File: config.mk
export PLATFORM = sky130hd
export DESIGN_NAME = nand_pin_bridge
export DESIGN_NICKNAME = d
export VERILOG_FILES = /design/src/rtl/nand_bridge_pkg.sv /design/src/rtl/nand_bridge_regs.sv /design/src/rtl/nand_bridge_seq.sv /design/src/rtl/nand_bridge_pins.sv /design/src/rtl/nand_pin_bridge.sv
export SDC_FILE = /design/constraint.sdc
export NUM_CORES = 1
export LEC_CHECK = 0
export BUFFER_PORTS_ARGS = -buffer_cell sky130_fd_sc_hd__buf_2
export CAP_MARGIN = 20
export CORE_MARGIN = 2
export CORE_UTILIZATION = 38
export CTS_CLUSTER_SIZE = 8
export DETAILED_ROUTE_END_ITERATION = 10
export PLACE_DENSITY = 0.68
export SLEW_MARGIN = 20
export SYNTH_ARGS = -nofsm -noshare
export SYNTH_HDL_FRONTEND = slang
export SYNTH_SLANG_ARGS = --single-unit
File: constraint.sdc
create_clock -name clk -period 2.3 [get_ports clk]
set_input_delay 0 -clock clk [delete_from_list [all_inputs] [get_ports clk]]
set_output_delay 0 -clock clk [all_outputs]
set_load 0.05 [all_outputs]
File: src/rtl/nand_bridge_pkg.sv
package nand_bridge_pkg;

    typedef enum logic [2:0] {
        PH_IDLE,
        PH_SETUP,
        PH_STROBE,
        PH_HOLD,
        PH_RECOV,
        PH_DONE
    } phase_e;

    // Logical (polarity-free) line activity produced by the sequencer
    typedef struct packed {
        logic ale;
        logic cle;
        logic cs;
        logic se;
        logic wp;
        logic we;
        logic re;
        logic pre;
        logic oe;
    } line_act_t;

    // Control register bit positions
    localparam int CB_NAND   = 0;
    localparam int CB_CSMUX  = 1;
    localparam int CB_CSPOL  = 4;
    localparam int CB_SEPOL  = 5;
    localparam int CB_WPPOL  = 6;
    localparam int CB_PREPOL = 7;
    localparam int CB_RBSEL  = 8;
    localparam int CB_CSOUT  = 10;
    localparam int CB_CE     = 20;

    // Window offset bits that pick the device lines (decoded by the sequencer)
    localparam int AB_ALE = 2;
    localparam int AB_CLE = 3;
    localparam int AB_CS  = 4;
    localparam int AB_SE  = 5;
    localparam int AB_WP  = 6;

    // Status register bit positions
    localparam int SB_RB   = 0;
    localparam int SB_DONE = 3;

endpackage

File: src/rtl/nand_bridge_regs.sv
module nand_bridge_regs
    import nand_bridge_pkg::*;
#(
    parameter int REG_W    = 32,
    parameter int ADDR_W   = 8,
    parameter int CTRL_OFF = 'hB0,
    parameter int STAT_OFF = 'hB4
) (
    input  logic              clk,
    input  logic              rst_n,
    input  logic              wr_en,
    input  logic [ADDR_W-1:0] addr,
    input  logic [REG_W-1:0]  wdata,
    input  logic              rb_in,
    input  logic              done_in,
    output logic [REG_W-1:0]  ctrl,
    output logic [REG_W-1:0]  rdata
);

    localparam logic [REG_W-1:0] WR_MASK =
        (REG_W'(1) << CB_NAND)  | (REG_W'(1) << CB_CSMUX) |
        (REG_W'(1) << CB_CSPOL) | (REG_W'(1) << CB_SEPOL) |
        (REG_W'(1) << CB_WPPOL) | (REG_W'(1) << CB_PREPOL) |
        (REG_W'(1) << CB_RBSEL) | (REG_W'(1) << CB_CSOUT) |
        (REG_W'(1) << CB_CE);

    localparam logic [ADDR_W-1:0] A_CTRL = ADDR_W'(CTRL_OFF);
    localparam logic [ADDR_W-1:0] A_STAT = ADDR_W'(STAT_OFF);

    logic [REG_W-1:0] ctrl_d, ctrl_q;

    always_comb begin
        ctrl_d = ctrl_q;
        if (wr_en && addr == A_CTRL)
            ctrl_d = wdata & WR_MASK;
    end

    always_ff @(posedge clk or negedge rst_n) begin
        if (!rst_n) ctrl_q <= '0;
        else        ctrl_q <= ctrl_d;
    end

    always_comb begin
        rdata = '0;
        if (addr == A_CTRL) begin
            rdata = ctrl_q;
        end else if (addr == A_STAT) begin
            rdata[SB_RB]   = rb_in;
            rdata[SB_DONE] = done_in;
        end
    end

    assign ctrl = ctrl_q;

endmodule

File: src/rtl/nand_bridge_seq.sv
module nand_bridge_seq
    import nand_bridge_pkg::*;
#(
    parameter int DW       = 8,
    parameter int SETUP_PH = 1,
    parameter int WAIT_WR  = 2,
    parameter int WAIT_RD  = 2,
    parameter int HOLD_PH  = 1,
    parameter int RECOV_PH = 1,
    parameter int CLK_MULT = 2
) (
    input  logic          clk,
    input  logic          rst_n,
    input  logic          start,
    input  logic          start_we,
    input  logic [6:2]    start_sel,
    input  logic [DW-1:0] start_wdata,
    input  logic          csmux,
    input  logic [DW-1:0] din,
    output phase_e        phase,
    output line_act_t     act,
    output logic [DW-1:0] dout,
    output logic [DW-1:0] rdata,
    output logic          done
);

    localparam int L_SET = SETUP_PH * CLK_MULT;
    localparam int L_WR  = WAIT_WR  * CLK_MULT;
    localparam int L_RD  = WAIT_RD  * CLK_MULT;
    localparam int L_HLD = HOLD_PH  * CLK_MULT;
    localparam int L_REC = RECOV_PH * CLK_MULT;
    localparam int L_M1  = (L_SET > L_WR) ? L_SET : L_WR;
    localparam int L_M2  = (L_RD  > L_HLD) ? L_RD : L_HLD;
    localparam int L_M3  = (L_M1  > L_M2) ? L_M1 : L_M2;
    localparam int L_MAX = (L_M3  > L_REC) ? L_M3 : L_REC;
    localparam int CNT_W = $clog2(L_MAX + 1);

    typedef struct packed {
        phase_e           phase;
        logic [CNT_W-1:0] cnt;
        logic             ale;
        logic             cle;
        logic             cs;
        logic             se;
        logic             wp;
        logic             we;
        logic [DW-1:0]    wdata;
        logic [DW-1:0]    rdata;
        logic             done;
    } seq_state_t;

    seq_state_t s_d, s_q;

    always_comb begin
        s_d = s_q;
        unique case (s_q.phase)
            PH_IDLE: begin
                if (start) begin
                    s_d.phase = PH_SETUP;
                    s_d.cnt   = CNT_W'(L_SET - 1);
                    s_d.ale   = start_sel[AB_ALE];
                    s_d.cle   = start_sel[AB_CLE];
                    s_d.cs    = csmux ? start_sel[AB_CS] : 1'b1;
                    s_d.se    = start_sel[AB_SE];
                    s_d.wp    = start_sel[AB_WP];
                    s_d.we    = start_we;
                    s_d.wdata = start_wdata;
                    s_d.done  = 1'b0;
                end
            end
            PH_SETUP: begin
                if (s_q.cnt == '0) begin
                    s_d.phase = PH_STROBE;
                    s_d.cnt   = s_q.we ? CNT_W'(L_WR - 1) : CNT_W'(L_RD - 1);
                end else begin
                    s_d.cnt = s_q.cnt - 1'b1;
                end
            end
            PH_STROBE: begin
                if (s_q.cnt == '0) begin
                    if (!s_q.we) s_d.rdata = din;
                    s_d.phase = PH_HOLD;
                    s_d.cnt   = CNT_W'(L_HLD - 1);
                end else begin
                    s_d.cnt = s_q.cnt - 1'b1;
                end
            end
            PH_HOLD: begin
                if (s_q.cnt == '0) begin
                    s_d.phase = PH_RECOV;
                    s_d.cnt   = CNT_W'(L_REC - 1);
                end else begin
                    s_d.cnt = s_q.cnt - 1'b1;
                end
            end
            PH_RECOV: begin
                if (s_q.cnt == '0) begin
                    s_d.phase = PH_DONE;
                    s_d.done  = 1'b1;
                end else begin
                    s_d.cnt = s_q.cnt - 1'b1;
                end
            end
            PH_DONE: s_d.phase = PH_IDLE;
            default: s_d.phase = PH_IDLE;
        endcase
    end

    always_ff @(posedge clk or negedge rst_n) begin
        if (!rst_n) begin
            s_q       <= '0;
            s_q.phase <= PH_IDLE;
            s_q.done  <= 1'b1;
        end else begin
            s_q <= s_d;
        end
    end

    logic in_acc;
    assign in_acc = (s_q.phase == PH_SETUP) || (s_q.phase == PH_STROBE) ||
                    (s_q.phase == PH_HOLD);

    always_comb begin
        act     = '0;
        act.ale = in_acc & s_q.ale;
        act.cle = in_acc & s_q.cle;
        act.cs  = in_acc & s_q.cs;
        act.se  = in_acc & s_q.se;
        act.wp  = in_acc & s_q.wp;
        act.we  = (s_q.phase == PH_STROBE) &  s_q.we;
        act.re  = (s_q.phase == PH_STROBE) & ~s_q.we;
        act.pre = (s_q.phase == PH_RECOV);
        act.oe  = in_acc & s_q.we;
    end

    assign phase = s_q.phase;
    assign dout  = s_q.wdata;
    assign rdata = s_q.rdata;
    assign done  = s_q.done;

endmodule

File: src/rtl/nand_bridge_pins.sv
module nand_bridge_pins
    import nand_bridge_pkg::*;
(
    input  line_act_t act,
    input  logic      en,
    input  logic      pol_cs,
    input  logic      pol_se,
    input  logic      pol_wp,
    input  logic      pol_pre,
    input  logic      cs_to1,
    output logic      cs0,
    output logic      cs1,
    output logic      ale,
    output logic      cle,
    output logic      se,
    output logic      wp,
    output logic      pre,
    output logic      we_n,
    output logic      re_n,
    output logic      oe
);

    line_act_t g;
    assign g = en ? act : '0;

    // A polarity bit of 1 means the line is active-low
    assign cs0  = (g.cs & ~cs_to1) ^ pol_cs;
    assign cs1  = (g.cs &  cs_to1) ^ pol_cs;
    assign se   = g.se  ^ pol_se;
    assign wp   = g.wp  ^ pol_wp;
    assign pre  = g.pre ^ pol_pre;
    assign ale  = g.ale;
    assign cle  = g.cle;
    assign we_n = ~g.we;
    assign re_n = ~g.re;
    assign oe   = g.oe;

endmodule

File: src/rtl/nand_pin_bridge.sv
module nand_pin_bridge
    import nand_bridge_pkg::*;
#(
    parameter int REG_W    = 32,
    parameter int ADDR_W   = 8,
    parameter int CTRL_OFF = 'hB0,
    parameter int STAT_OFF = 'hB4,
    parameter int SETUP_PH = 1,
    parameter int WAIT_WR  = 2,
    parameter int WAIT_RD  = 2,
    parameter int HOLD_PH  = 1,
    parameter int RECOV_PH = 1,
    parameter int CLK_MULT = 2
) (
    input  logic              clk,
    input  logic              rst_n,
    input  logic              bus_req,
    input  logic              bus_win,
    input  logic              bus_we,
    input  logic [ADDR_W-1:0] bus_addr,
    input  logic [REG_W-1:0]  bus_wdata,
    output logic [REG_W-1:0]  bus_rdata,
    output logic              bus_ready,
    output logic              nand_cs0,
    output logic              nand_cs1,
    output logic              nand_ale,
    output logic              nand_cle,
    output logic              nand_se,
    output logic              nand_wp,
    output logic              nand_pre,
    output logic              nand_we_n,
    output logic              nand_re_n,
    output logic [7:0]        nand_dout,
    output logic              nand_oe,
    input  logic [7:0]        nand_din,
    input  logic              nand_rb0,
    input  logic              nand_rb1
);

    localparam int DW = 8;

    logic [REG_W-1:0] ctrl_q;
    logic [REG_W-1:0] reg_rdata;
    logic [DW-1:0]    seq_rdata;
    phase_e           phase;
    line_act_t        act;
    logic             seq_done;
    logic             en, idle, start, reg_wr, rb_sel;

    assign en     = ctrl_q[CB_NAND] & ctrl_q[CB_CE];
    assign idle   = (phase == PH_IDLE);
    assign start  = idle & bus_req & bus_win & en;
    assign reg_wr = idle & bus_req & ~bus_win & bus_we;
    assign rb_sel = ctrl_q[CB_RBSEL] ? nand_rb1 : nand_rb0;

    assign bus_ready = (idle & ~start) | (phase == PH_DONE);

    always_comb begin
        if (phase == PH_DONE) bus_rdata = {{(REG_W-DW){1'b0}}, seq_rdata};
        else if (bus_win)     bus_rdata = '0;
        else                  bus_rdata = reg_rdata;
    end

    nand_bridge_regs #(
        .REG_W(REG_W), .ADDR_W(ADDR_W), .CTRL_OFF(CTRL_OFF), .STAT_OFF(STAT_OFF)
    ) i_regs (
        .clk(clk), .rst_n(rst_n), .wr_en(reg_wr), .addr(bus_addr),
        .wdata(bus_wdata), .rb_in(rb_sel), .done_in(seq_done),
        .ctrl(ctrl_q), .rdata(reg_rdata)
    );

    nand_bridge_seq #(
        .DW(DW), .SETUP_PH(SETUP_PH), .WAIT_WR(WAIT_WR), .WAIT_RD(WAIT_RD),
        .HOLD_PH(HOLD_PH), .RECOV_PH(RECOV_PH), .CLK_MULT(CLK_MULT)
    ) i_seq (
        .clk(clk), .rst_n(rst_n), .start(start), .start_we(bus_we),
        .start_sel(bus_addr[6:2]), .start_wdata(bus_wdata[DW-1:0]),
        .csmux(ctrl_q[CB_CSMUX]), .din(nand_din), .phase(phase), .act(act),
        .dout(nand_dout), .rdata(seq_rdata), .done(seq_done)
    );

    nand_bridge_pins i_pins (
        .act(act), .en(en),
        .pol_cs(ctrl_q[CB_CSPOL]), .pol_se(ctrl_q[CB_SEPOL]),
        .pol_wp(ctrl_q[CB_WPPOL]), .pol_pre(ctrl_q[CB_PREPOL]),
        .cs_to1(ctrl_q[CB_CSOUT]),
        .cs0(nand_cs0), .cs1(nand_cs1), .ale(nand_ale), .cle(nand_cle),
        .se(nand_se), .wp(nand_wp), .pre(nand_pre), .we_n(nand_we_n),
        .re_n(nand_re_n), .oe(nand_oe)
    );

endmodule

After elaboration in Yosys (flattened, before gate mapping)
Index checks and enable logic that the tools add are counted.
Word-level totals
  bits in registers: 38
  bits of input ports: 55
  output and inout bits: 51
Operators by class
  bitwise logic cells: 29
  add/sub/neg operators: 1
  eq/ne operators: 13
  reductions and logical operators: 13
  mux-type cells: 24
Operator list (number)
  $mux 32: 2
  $mux 3: 7
  $mux 20: 1
  $and 1x1->1: 17
  $mux 17: 1
  $eq 8x8->1 const B: 2
  $pmux 3 s5: 1
  $pmux 3 s4: 1
  $mux 1: 9
  $mux 9: 1
  $reduce_and 3->1: 3
  $ne 2x1->1 const B: 4
  $eq 3x2->1 const B: 2
  $eq 3x3->1 const B: 2
  $logic_not 3->1: 2
  $not 1->1: 6
  $reduce_and 5->1: 1
  $xor 1x1->1: 5
  $ne 2x2->1 const B: 2
  $reduce_bool 4->1: 1
  $eq 3x1->1 const B: 1
  $sub 3x1->3 const B: 1
  $logic_or 1x1->1: 2
  $pmux 1 s2: 1
  other kinds (5): 5

Longest topological paths before layout
Gate-level depths: netlist of the first run.
  depth after elaboration: 7
  gate-level depth with buffers: 7

Cells and area by module
Synthesis of the first run repeated with hierarchy kept, for this count alone.
Unflattened totals
  cells, all modules: 282
  area total of the unflattened synthesis: 2960.3 µm²
By module, submodules not included
  nand_bridge_seq: area each 1534.0 µm², cells an instance 127, times used 1
  nand_bridge_regs: area each 845.8 µm², cells an instance 82, times used 1
  nand_pin_bridge: area each 450.4 µm², cells an instance 57, times used 1
  nand_bridge_pins: area each 130.1 µm², cells an instance 16, times used 1

Worst setup path before layout of the first run
OpenSTA, ideal clock, no wires.
  path type: register to output
  from: register, netlist name i_seq.phase[2]
  to: output nand_cs1
  cell stages (with the launch flop): 5
  required time: 2.300 ns
  setup slack: 0.206 ns
  path buffers: 1
  data arrival time: 2.094 ns
  cell sequence: dfrtp_1 -> clkbuf_1 -> nor3_1 -> nand3_1 -> xnor2_1
On the way
  longest elaborated chain between the ends: 7
  elaborated cells between the ends (all ways): 9
  classes of those cells: 3 x eq/ne; 1 x mux; 3 x bitwise; 2 x reduce/logical
RTL lines
  $eq 3x1->1 / $eq 3x2->1 (equally long branches): RTL line nand_bridge_seq.sv:120  | assign in_acc = (s_q.phase == PH_SETUP) || (s_q.phase == PH_STROBE) ||
  $logic_or 1x1->1: RTL line nand_bridge_seq.sv:120
  $logic_or 1x1->1 *: RTL line nand_bridge_seq.sv:120
  $and 1x1->1 *: RTL line nand_bridge_seq.sv:127  | act.cs = in_acc & s_q.cs;
  $mux 9 *: RTL line nand_bridge_pins.sv:24  | assign g = en ? act : '0;
  $and 1x1->1 *: RTL line nand_bridge_pins.sv:28  | assign cs1 = (g.cs & cs_to1) ^ pol_cs;
  $xor 1x1->1 *: RTL line nand_bridge_pins.sv:28
  to (decl): RTL line nand_pin_bridge.sv:25  | output logic nand_cs1,
Every way passes the cells marked *; elsewhere a longest branch is shown, timed or not.

Final worst setup path of the first run
  from: register, netlist name i_seq.phase[2]
  to: output bus_rdata[6]
On the way
  longest elaborated chain between the ends: 2
RTL lines
  $eq 3x3->1: RTL line nand_pin_bridge.sv:59  | if (phase == PH_DONE) bus_rdata = {{(REG_W-DW){1'b0}}, seq_rdata};
  $mux 32: RTL line nand_pin_bridge.sv:59
  to (decl): RTL line nand_pin_bridge.sv:22  | output logic [REG_W-1:0] bus_rdata,
No other way between the ends.

==> impl_metrics.tcl, run 1 <==
set metrics [dict create \
    status "finished, final reports clean" \
    drt_iter0_drc 163 \
    rows 27 \
    synth_area_leaders "dfrtp_1 (43%), mux2_2 (16%), buf_4 (11%), xnor2_1 (2.8%), a22o_1 (2.4%)" \
    synth_commonest_cells "dfrtp_1 (37), buf_4 (31), mux2_2 (30)" \
    syn_area_um2 2160 \
    max_freq_mhz 492 \
    crit_type "reg2out" \
    holdPathEnd "i_seq.s_q[22]$_DFFE_PN0P_" \
    synth-seq-cells 38 \
    portBuffers 63 \
    wl_met1_mm 2.13 \
    drive_gt1_share_pct 39.3 \
    rsz0062_at_grt "no" \
    min_path_type "in2reg" \
    grt_pass1_wl_mm 7.89 \
    cts_resized 0 \
    yosysUniqueCellTypes 35 \
    diodes 0 \
    r2r-start "i_seq.phase[1]$_DFFE_PN0P_" \
    die_y_um 79.4 \
    die_x_um 79.4 \
    drc 0 \
    clk_pin_slew_ps 70 \
    grt-ovfl-total 0 \
    peakVddDrop_mv 0.360 \
    hp-start "bus_addr[2]" \
    cts_buffers 5 \
    slew_headroom_pct 42.5 \
    drv_slew 0 \
    grt_max_degree 39 \
    critical_path_peak_fanout 14 \
    dr.pass1.iters 4 \
    io-pin-count 106 \
    wl_mm 4.93 \
    vias_per_cell 4.76 \
    dieArea_um2 6310 \
    wl_met3_um 274 \
    wl_met2_mm 2.50 \
    reg2reg_depth 4 \
    numClockSinks 38 \
    cp.arrival_ps 2030 \
    cts_tree "yes" \
    hold_viol 0 \
    cts_root_buf "clkbuf_8" \
    start_kind "register" \
    core-area_um2 5510 \
    cts_setup_buffers 0 \
    synthArstFlopShare_pct 100 \
    finalCriticalPeriod_ps 2030 \
    cp-end-kind "output pin" \
    fin_util_pct 50.8 \
    area_growth_syn_to_layout_pct 29.5 \
    ys.flop_type "dfrtp_1" \
    htreeDepth 2 \
    synth_cells 201 \
    maxCapViolCount 0 \
    initial_core_util_pct 39.2 \
    finalNetCount 347 \
    hold_depth 2 \
    ys_seq_area_share_pct 44.1 \
    synth.top_cell.area_share_pct 42.8 \
    setup_viol 0 \
    hpwl_mm 3.47 \
    ys_warn_count 0 \
    worstPathRequired_ps 2300 \
    globalplace.congestion 0.801 \
    skew_ps 5.48 \
    clk_latency_ps 290 \
    setup_tns_ps 0 \
    yosysMostFrequentCell "dfrtp_1" \
    power.density_nw_per_um2 746 \
    power_leakage_nw 1.42 \
    ant_nets 0 \
    cts.path.max_buffers 2 \
    finalCritPeriodShare_pct 88.5 \
    num_vias 1723 \
    antenna_found_initial 0 \
    wl_per_cell_um 13.6 \
    grt_pass1_vias 1610 \
    highest_layer "met4" \
    r2r_end "i_seq.s_q[21]$_DFFE_PN0P_" \
    holdBufCountCts 25 \
    regToRegSetupSlack_ps 440 \
    tightest_slew_ps 863 \
    yosys.area.top_type "dfrtp_1" \
    synth_edf_count 0 \
    track_usage_pct 16.6 \
    syn_area_per_cell_um2 10.8 \
]
==> registers in the layout (all words and copies together) (netlist names) <==
register,flops
i_seq.phase,3
i_regs.ctrl,9
i_seq.dout,8
i_seq.done,1
i_seq.rdata,8
i_seq.s_q,9
==> metrics by stage <==
step	setup slack [ps]	area (µm²)	power [W]	cells	hold WS (ps)
floorplan	206	2240	0.00150	221	-296
global placement	448	2470	0.00161	330	163
detailed placement	445	2470	0.00163	330	168
CTS	264	2800	0.00210	362	45.1
global route	127	2800	0.00224	362	50.0
finish	266	2800	0.00209	362	51.8
==> cells in the final DEF, fill, tap and decap left out, types with 2 or more instances in the layout <==
cell type,netlist,routed
a21oi_1,6,6
a22o_1,6,6
a31oi_1,2,2
a32o_1,2,2
and2_1,7,7
buf_2,0,63
buf_4,31,9
clkbuf_8,0,5
clkinv_2,0,2
conb_1,1,21
dfrtp_1,37,37
dlygate4sd3_1,0,25
ha_1,2,2
inv_1,4,4
mux2_2,30,30
mux2i_1,2,2
nand2_1,11,11
nand2b_1,2,2
nand3_1,2,2
nand3b_1,3,3
nand4_1,3,3
nor2_1,12,12
nor3_1,5,5
nor4_1,2,2
o21ai_0,8,8
xnor2_1,7,7
==> worst max-delay path by stage <==
stage	from	end	slack, ps	depth (start not counted)
detailed placement	i_seq.phase[1]$_DFFE_PN0P_	i_seq.s_q[21]$_DFFE_PN0P_	440	4
global placement	i_seq.phase[1]$_DFFE_PN0P_	i_seq.dout[2]$_DFFE_PN0P_	450	4
global route	i_seq.phase[1]$_DFFE_PN0P_	bus_rdata[6]	130	6
finish	i_seq.phase[2]$_DFFE_PN0P_	bus_rdata[6]	270	5
CTS	i_seq.phase[2]$_DFFE_PN0P_	bus_rdata[6]	260	5
floorplan	i_seq.phase[2]$_DFFE_PN0P_	nand_cs1	210	4
==> area by class of cell <==
type                       count  area, µm²
clock buffer                   5       68.8
timing repair buffer          98        653
multi-input combinational    143       1010
tap                           72       90.1
clock inverter                 2       10.0
sequential                    38        952
fill                         516       2710
inverter                       4       15.0
==> critical path, stage by stage, from the launching register on <==
cell	delay [ps]
dfrtp_1	570
and3_1	360
nor3_1	190
buf_4	200
a22o_1	150
buf_2	270
==> cells by family (layout without fill, tap and decap cells) <==
logic type               after synthesis  after routing  share of synthesized area [%]
multiplexers                          32             32                           16.6
flip-flops                            38             38                           44.1
buffers and inverters                 40            109                           12.7
AND/OR/NAND/NOR                       54             54                           14.1
adder cells (fa/ha/maj)                2              2                           1.16
other                                  1             21                          0.174
AO/OA/AOI/OAI                         27             27                           8.45
XOR/XNOR                               7              7                           2.84
==> power breakdown <==
| part | internal (W) | switching, W |
|---|---|---|
| combinational | 0.000307 | 0.000470 |
| clock | 0.000203 | 0.000228 |
| sequential | 0.000791 | 0.0000879 |
| total | 0.00130 | 0.000786 |
==> routing by layer <==
layer | vias up | global-route usage [%]
met2 | 64 | 27.4
li1 | 829 | -
met3 | 2 | 4.75
met5 | - | 0
met4 | 0 | 5.00
met1 | 828 | 21.2
(Power assumes the default switching activity.)
==> inputs of run 2 (changes only) <==
==> constraint.sdc (replaced) <==
create_clock -name clk -period 2.4 [get_ports clk]
set_input_delay 0 -clock clk [delete_from_list [all_inputs] [get_ports clk]]
set_output_delay 0 -clock clk [all_outputs]
set_load 0.05 [all_outputs]
==> run 2 against run 1 <==
Core utilization rose by 0.27 points. Sequential power down 3.6%. Global-route usage rose by 0.17 points. Cell count shrank 0.28%. Die area unchanged. Non-clock buffer count shrank 2. Critical path depth unchanged. Clock power increased by 24%. Register-to-register slack hardly changed. Wire length grew 0.47%. Combinational power fell by 5.7%. Clock skew barely moved. Critical path type unchanged. Largest power group unchanged.
==> impl_metrics.tcl, run 2 (synthesis gave the netlist of run 1 again) <==
set metrics [dict create \
    wl_per_cell_um 13.7 \
    area_growth_syn_to_layout_pct 30.2 \
    min_path_type "in2reg" \
    core-area_um2 5510 \
    rows 27 \
    placed_cells 328 \
    finalCriticalPeriod_ps 2150 \
    placed_area_um2 2450 \
    finalCritPeriodShare_pct 89.4 \
    wl_mm 4.95 \
    register_area_um2 952 \
    cp.arrival_ps 2150 \
    grt_pass1_wl_mm 8.08 \
    max_freq_mhz 466 \
    skew_ps 5.69 \
    hold_viol 0 \
    power_leakage_nw 1.42 \
    status "finished, final reports clean" \
    layout_commonest_cell "buf_2" \
    worstPathRequired_ps 2400 \
    cts.path.max_buffers 2 \
    finalNetCount 345 \
    antenna_found_initial 0 \
    rsz0062_at_grt "no" \
    nFillCells 510 \
    drive_gt1_share_pct 39.1 \
    final_cell_count_no_fill 361 \
    diodes 0 \
    track_usage_pct 16.8 \
    setup_tns_ps 0 \
    crit_type "reg2out" \
    drc 0 \
    clk_latency_ps 290 \
    io-pin-count 106 \
    cts_root_buf "clkbuf_8" \
    htreeDepth 2 \
    die_x_um 79.4 \
    globalplace.congestion 0.861 \
    slew_headroom_pct 44.2 \
    grt_pass1_vias 1711 \
    numClockSinks 38 \
    initial_core_util_pct 39.2 \
    setup_viol 0 \
    grt-ovfl-total 0 \
    cts_setup_buffers 0 \
    cp-end-kind "output pin" \
    drv_slew 0 \
    tightest_slew_ps 837 \
    vias_per_cell 4.72 \
    grt_max_degree 39 \
    portBuffers 63 \
    die_y_um 79.4 \
    start_kind "register" \
    multi_input_area_um2 1010 \
    mostFrequentLayoutCells "buf_2 (63), dfrtp_1 (37), mux2_2 (30), dlygate4sd3_1 (25), conb_1 (21)" \
    clk_pin_slew_ps 80 \
    drt_iter0_drc 67 \
    dr.pass1.iters 4 \
    hpwl_mm 3.46 \
    cts_buffers 5 \
    dieArea_um2 6310 \
    power.density_nw_per_um2 751 \
    critical_path_peak_fanout 16 \
    peakVddDrop_mv 0.379 \
    postLayoutCellArea_um2 2810 \
    maxCapViolCount 0 \
    cts_tree "yes" \
    num_vias 1705 \
    ant_nets 0 \
]
-- run 2: cell type report --
type / instances / share of cell area, %
multi-input cells: 143 / 35.9
flip-flops and latches: 38 / 33.8
repair buffers: 96 / 22.7
well taps: 72 / 3.20
clock buffers: 5 / 2.45
clock inverters: 3 / 1.42
inverters: 4 / 0.534
-- run 2: worst paths after layout --
check	from	to	slack, ps	cells past startpoint
setup / recovery	i_seq.phase[2]$_DFFE_PN0P_	bus_rdata[5]	250	5
hold / removal	bus_addr[2]	i_seq.s_q[22]$_DFFE_PN0P_	60	2
setup reg to reg	i_seq.phase[1]$_DFFE_PN0P_	i_regs.ctrl[20]$_DFFE_PN0P_	440	4
hold reg to reg	i_regs.ctrl[1]$_DFFE_PN0P_	i_seq.s_q[20]$_DFFE_PN0P_	490	1
max in group asynchronous	rst_n	i_seq.s_q[25]$_DFFE_PN0P_	1500	2
min in group asynchronous	rst_n	i_seq.dout[7]$_DFFE_PN0P_	370	2
-- run 2: critical path: stages (launching register included) --
cell and delay [ps]:
dfrtp_1 600, and3_1 400, nor3_1 260, buf_4 200, a22o_1 130, buf_2 260
-- run 2: report_power, final --
group	internal, W	leakage [nW]	switching, W
clock network	0.000306	0.0579	0.000229
registers	0.000758	0.498	0.0000892
logic	0.000287	0.864	0.000446
total	0.00135	1.42	0.000764
-- run 2: per-layer routing --
layer  GRT usage (%)  up-vias  part of all wire, %
li1                -      827                    -
met1            20.2      816                   43
met2            29.1       56                   51
met3            4.07        6                  4.7
met4            6.21        0                  1.6
met5               0        -                    0
-- run 2: timing repair --
| action | CTS | global route |
|---|---|---|
| hold endpoints to repair | 67 | 0 |
| hold buffers | 25 | 0 |
| gates resized for setup | 0 | 0 |
-- run 2: through the flow --
stage / total power, W / setup WS, ps / util (%) / hold slack, ps
final: 0.00211 / 255 / 51.1 / 64.0
after CTS: 0.00213 / 231 / 51.1 / 57.7
after detailed placement: 0.00156 / 437 / 44.6 / 167
after floorplan: 0.00144 / 306 / - / -296
after global placement: 0.00153 / 452 / 44.6 / 161
after global routing: 0.00226 / 85.0 / 51.1 / 71.1
==> inputs of run 3 (changes only) <==
--- a/config.mk
+++ b/config.mk
@@ -11,8 +11,8 @@
 export CORE_UTILIZATION = 38
 export CTS_CLUSTER_SIZE = 8
 export DETAILED_ROUTE_END_ITERATION = 10
-export PLACE_DENSITY = 0.68
 export SLEW_MARGIN = 20
 export SYNTH_ARGS = -nofsm -noshare
 export SYNTH_HDL_FRONTEND = slang
+export SYNTH_HIERARCHICAL = 1
 export SYNTH_SLANG_ARGS = --single-unit
==> run 3 against run 2 <==
The run now ends with slew limit left. Cell count grew 19%. Clock-buffer cell count is the same. Combinational power shrank 72%. Area after synthesis grew 29%. Clock power grew 25%. Non-clock buffer count grew 2. Flip-flop and latch count is the same. Fmax shrank 0.31%. Worst setup slack lost 6.7 ps. Synthesized cell count grew 29%. Core utilization shrank 4.4 points. Critical path depth grew 3. Critical endpoint unchanged. Largest cell class unchanged. Highest routed layer unchanged.
==> impl_metrics.tcl, run 3 <==
set metrics [dict create \
    finalCritPeriodShare_pct 89.7 \
    cpMaxStageDelayCell "dlygate4sd3_1" \
    hp-start "bus_addr[2]" \
    placed_area_um2 2960 \
    r2r-start "i_seq/phase[2]$_DFFE_PN0P_" \
    drt_iter0_drc 54 \
    portBuffers 63 \
    skew_ps 9.30 \
    crit_chain "dlygate4sd3_1 -> buf_2 -> or4_1 -> nor2_2 -> and2_1 -> nor2b_1 -> mux2_4 -> buf_2" \
    place_ws_ps 272 \
    ant_nets 0 \
    htreeDepth 2 \
    core-area_um2 7180 \
    power_leakage_nw 1.71 \
    syn_area_per_cell_um2 10.8 \
    rsz0062_at_grt "no" \
    dr.pass1.iters 4 \
    finalNetCount 385 \
    vias_per_cell 4.63 \
    dieArea_um2 8040 \
    crit_family "simple AND/OR/NAND/NOR gates" \
    num_vias 1982 \
    holdWs_ps 61.7 \
    highest_layer "met4" \
    grt-ovfl-total 0 \
    start_kind "input pin" \
    register_area_um2 952 \
    initial_core_util_pct 38.8 \
    holdBufCountCts 25 \
    diodes 0 \
    die_y_um 89.7 \
    final_cell_count_no_fill 428 \
    maxCapViolCount 0 \
    max_freq_mhz 465 \
    slew_headroom_pct -5.63 \
    grt_max_degree 39 \
    wl_met3_um 340 \
    setup_tns_ps 0 \
    rows 31 \
    regToRegSetupSlack_ps 260 \
    slowest_delay_ps 530 \
    crit_type "in2out" \
    worstPathRequired_ps 2400 \
    grt_pass1_vias 1791 \
    layout_setup_ws_ps 248 \
    cp.arrival_ps 2150 \
    cts_setup_buffers 0 \
    cts_buffers 5 \
    failed_checks "slew limit" \
    cp_common_cell "buf_2" \
    clk_latency_ps 300 \
    tightest_slew_ps 1580 \
    ys_warn_count 6 \
    power.density_nw_per_um2 458 \
    mostFrequentLayoutCells "buf_2 (63), dfrtp_1 (37), nor3b_1 (26), mux2_2 (26), dlygate4sd3_1 (25)" \
    placed_cells 395 \
    area_growth_syn_to_layout_pct 20.2 \
    syn_area_um2 2790 \
    track_usage_pct 14.5 \
    min_path_type "in2reg" \
    clk_pin_slew_ps 80 \
    crit_buf_inv 3 \
    cts.path.max_buffers 2 \
    setup_viol 0 \
    antenna_found_initial 0 \
    cts_root_buf "clkbuf_8" \
    wl_met2_mm 2.77 \
    startpoint "bus_addr[3]" \
    drv_slew 21 \
    postLayoutCellArea_um2 3350 \
    globalplace.congestion 0.782 \
    hold_viol 0 \
    critical_path_peak_fanout 8 \
    wl_met1_mm 2.83 \
    status "complete, but fails checks" \
    wl_mm 6.01 \
    nFillCells 697 \
    cts_tree "yes" \
    synth_cells 259 \
    grt_pass1_wl_mm 8.91 \
    multi_input_area_um2 1470 \
    drive_gt1_share_pct 39.5 \
    layout_commonest_cell "buf_2" \
    peakVddDrop_mv 0.380 \
    hpwl_mm 4.27 \
    die_x_um 89.7 \
    cp-end-kind "output pin" \
    drc 0 \
    numClockSinks 38 \
    wl_per_cell_um 14.1 \
    cts_resized 0 \
    io-pin-count 106 \
    finalCriticalPeriod_ps 2150 \
]
-- run 3: report_power, final --
group	leakage, nW	internal, W	switching [W]
registers	0.493	0.000650	0.00000675
logic	1.15	0.0000755	0.000133
clock network	0.0683	0.000417	0.000253
-- run 3: final timing paths --
path                                         endpoint  depth (start not counted)
min reg2reg                 i_seq/dout[3]$_DFFE_PN0P_                          1
max reg2reg                 i_seq/dout[4]$_DFFE_PN0P_                          5
min                         i_seq/s_q[22]$_DFFE_PN0P_                          2
max                                      bus_rdata[5]                          8
max in group asynchronous   i_seq/s_q[17]$_DFFE_PN0P_                          2
min in group asynchronous  i_seq/rdata[6]$_DFFE_PN0P_                          2
-- run 3: final cells by class --
type / count / share of cell area (%)
clock inverter: 3 / 2.05
clock buffer: 5 / 2.05
inverter: 5 / 0.560
multi-input combinational: 180 / 43.7
sequential: 38 / 28.4
tap: 99 / 3.70
timing repair buffer: 98 / 19.5
-- run 3: layer usage --
layer / global-route usage, % / vias up
li1: - / 970
met1: 19.7 / 944
met2: 23.3 / 63
met3: 3.20 / 5
met4: 4.48 / 0
met5: 0 / -
-- run 3: per-stage QoR --
step                power [W]  utilization, %
finish                0.00154            46.7
global route          0.00159            46.7
CTS                   0.00155            46.7
detailed placement   0.000846            41.3
global placement     0.000844            41.3
floorplan            0.000823               -
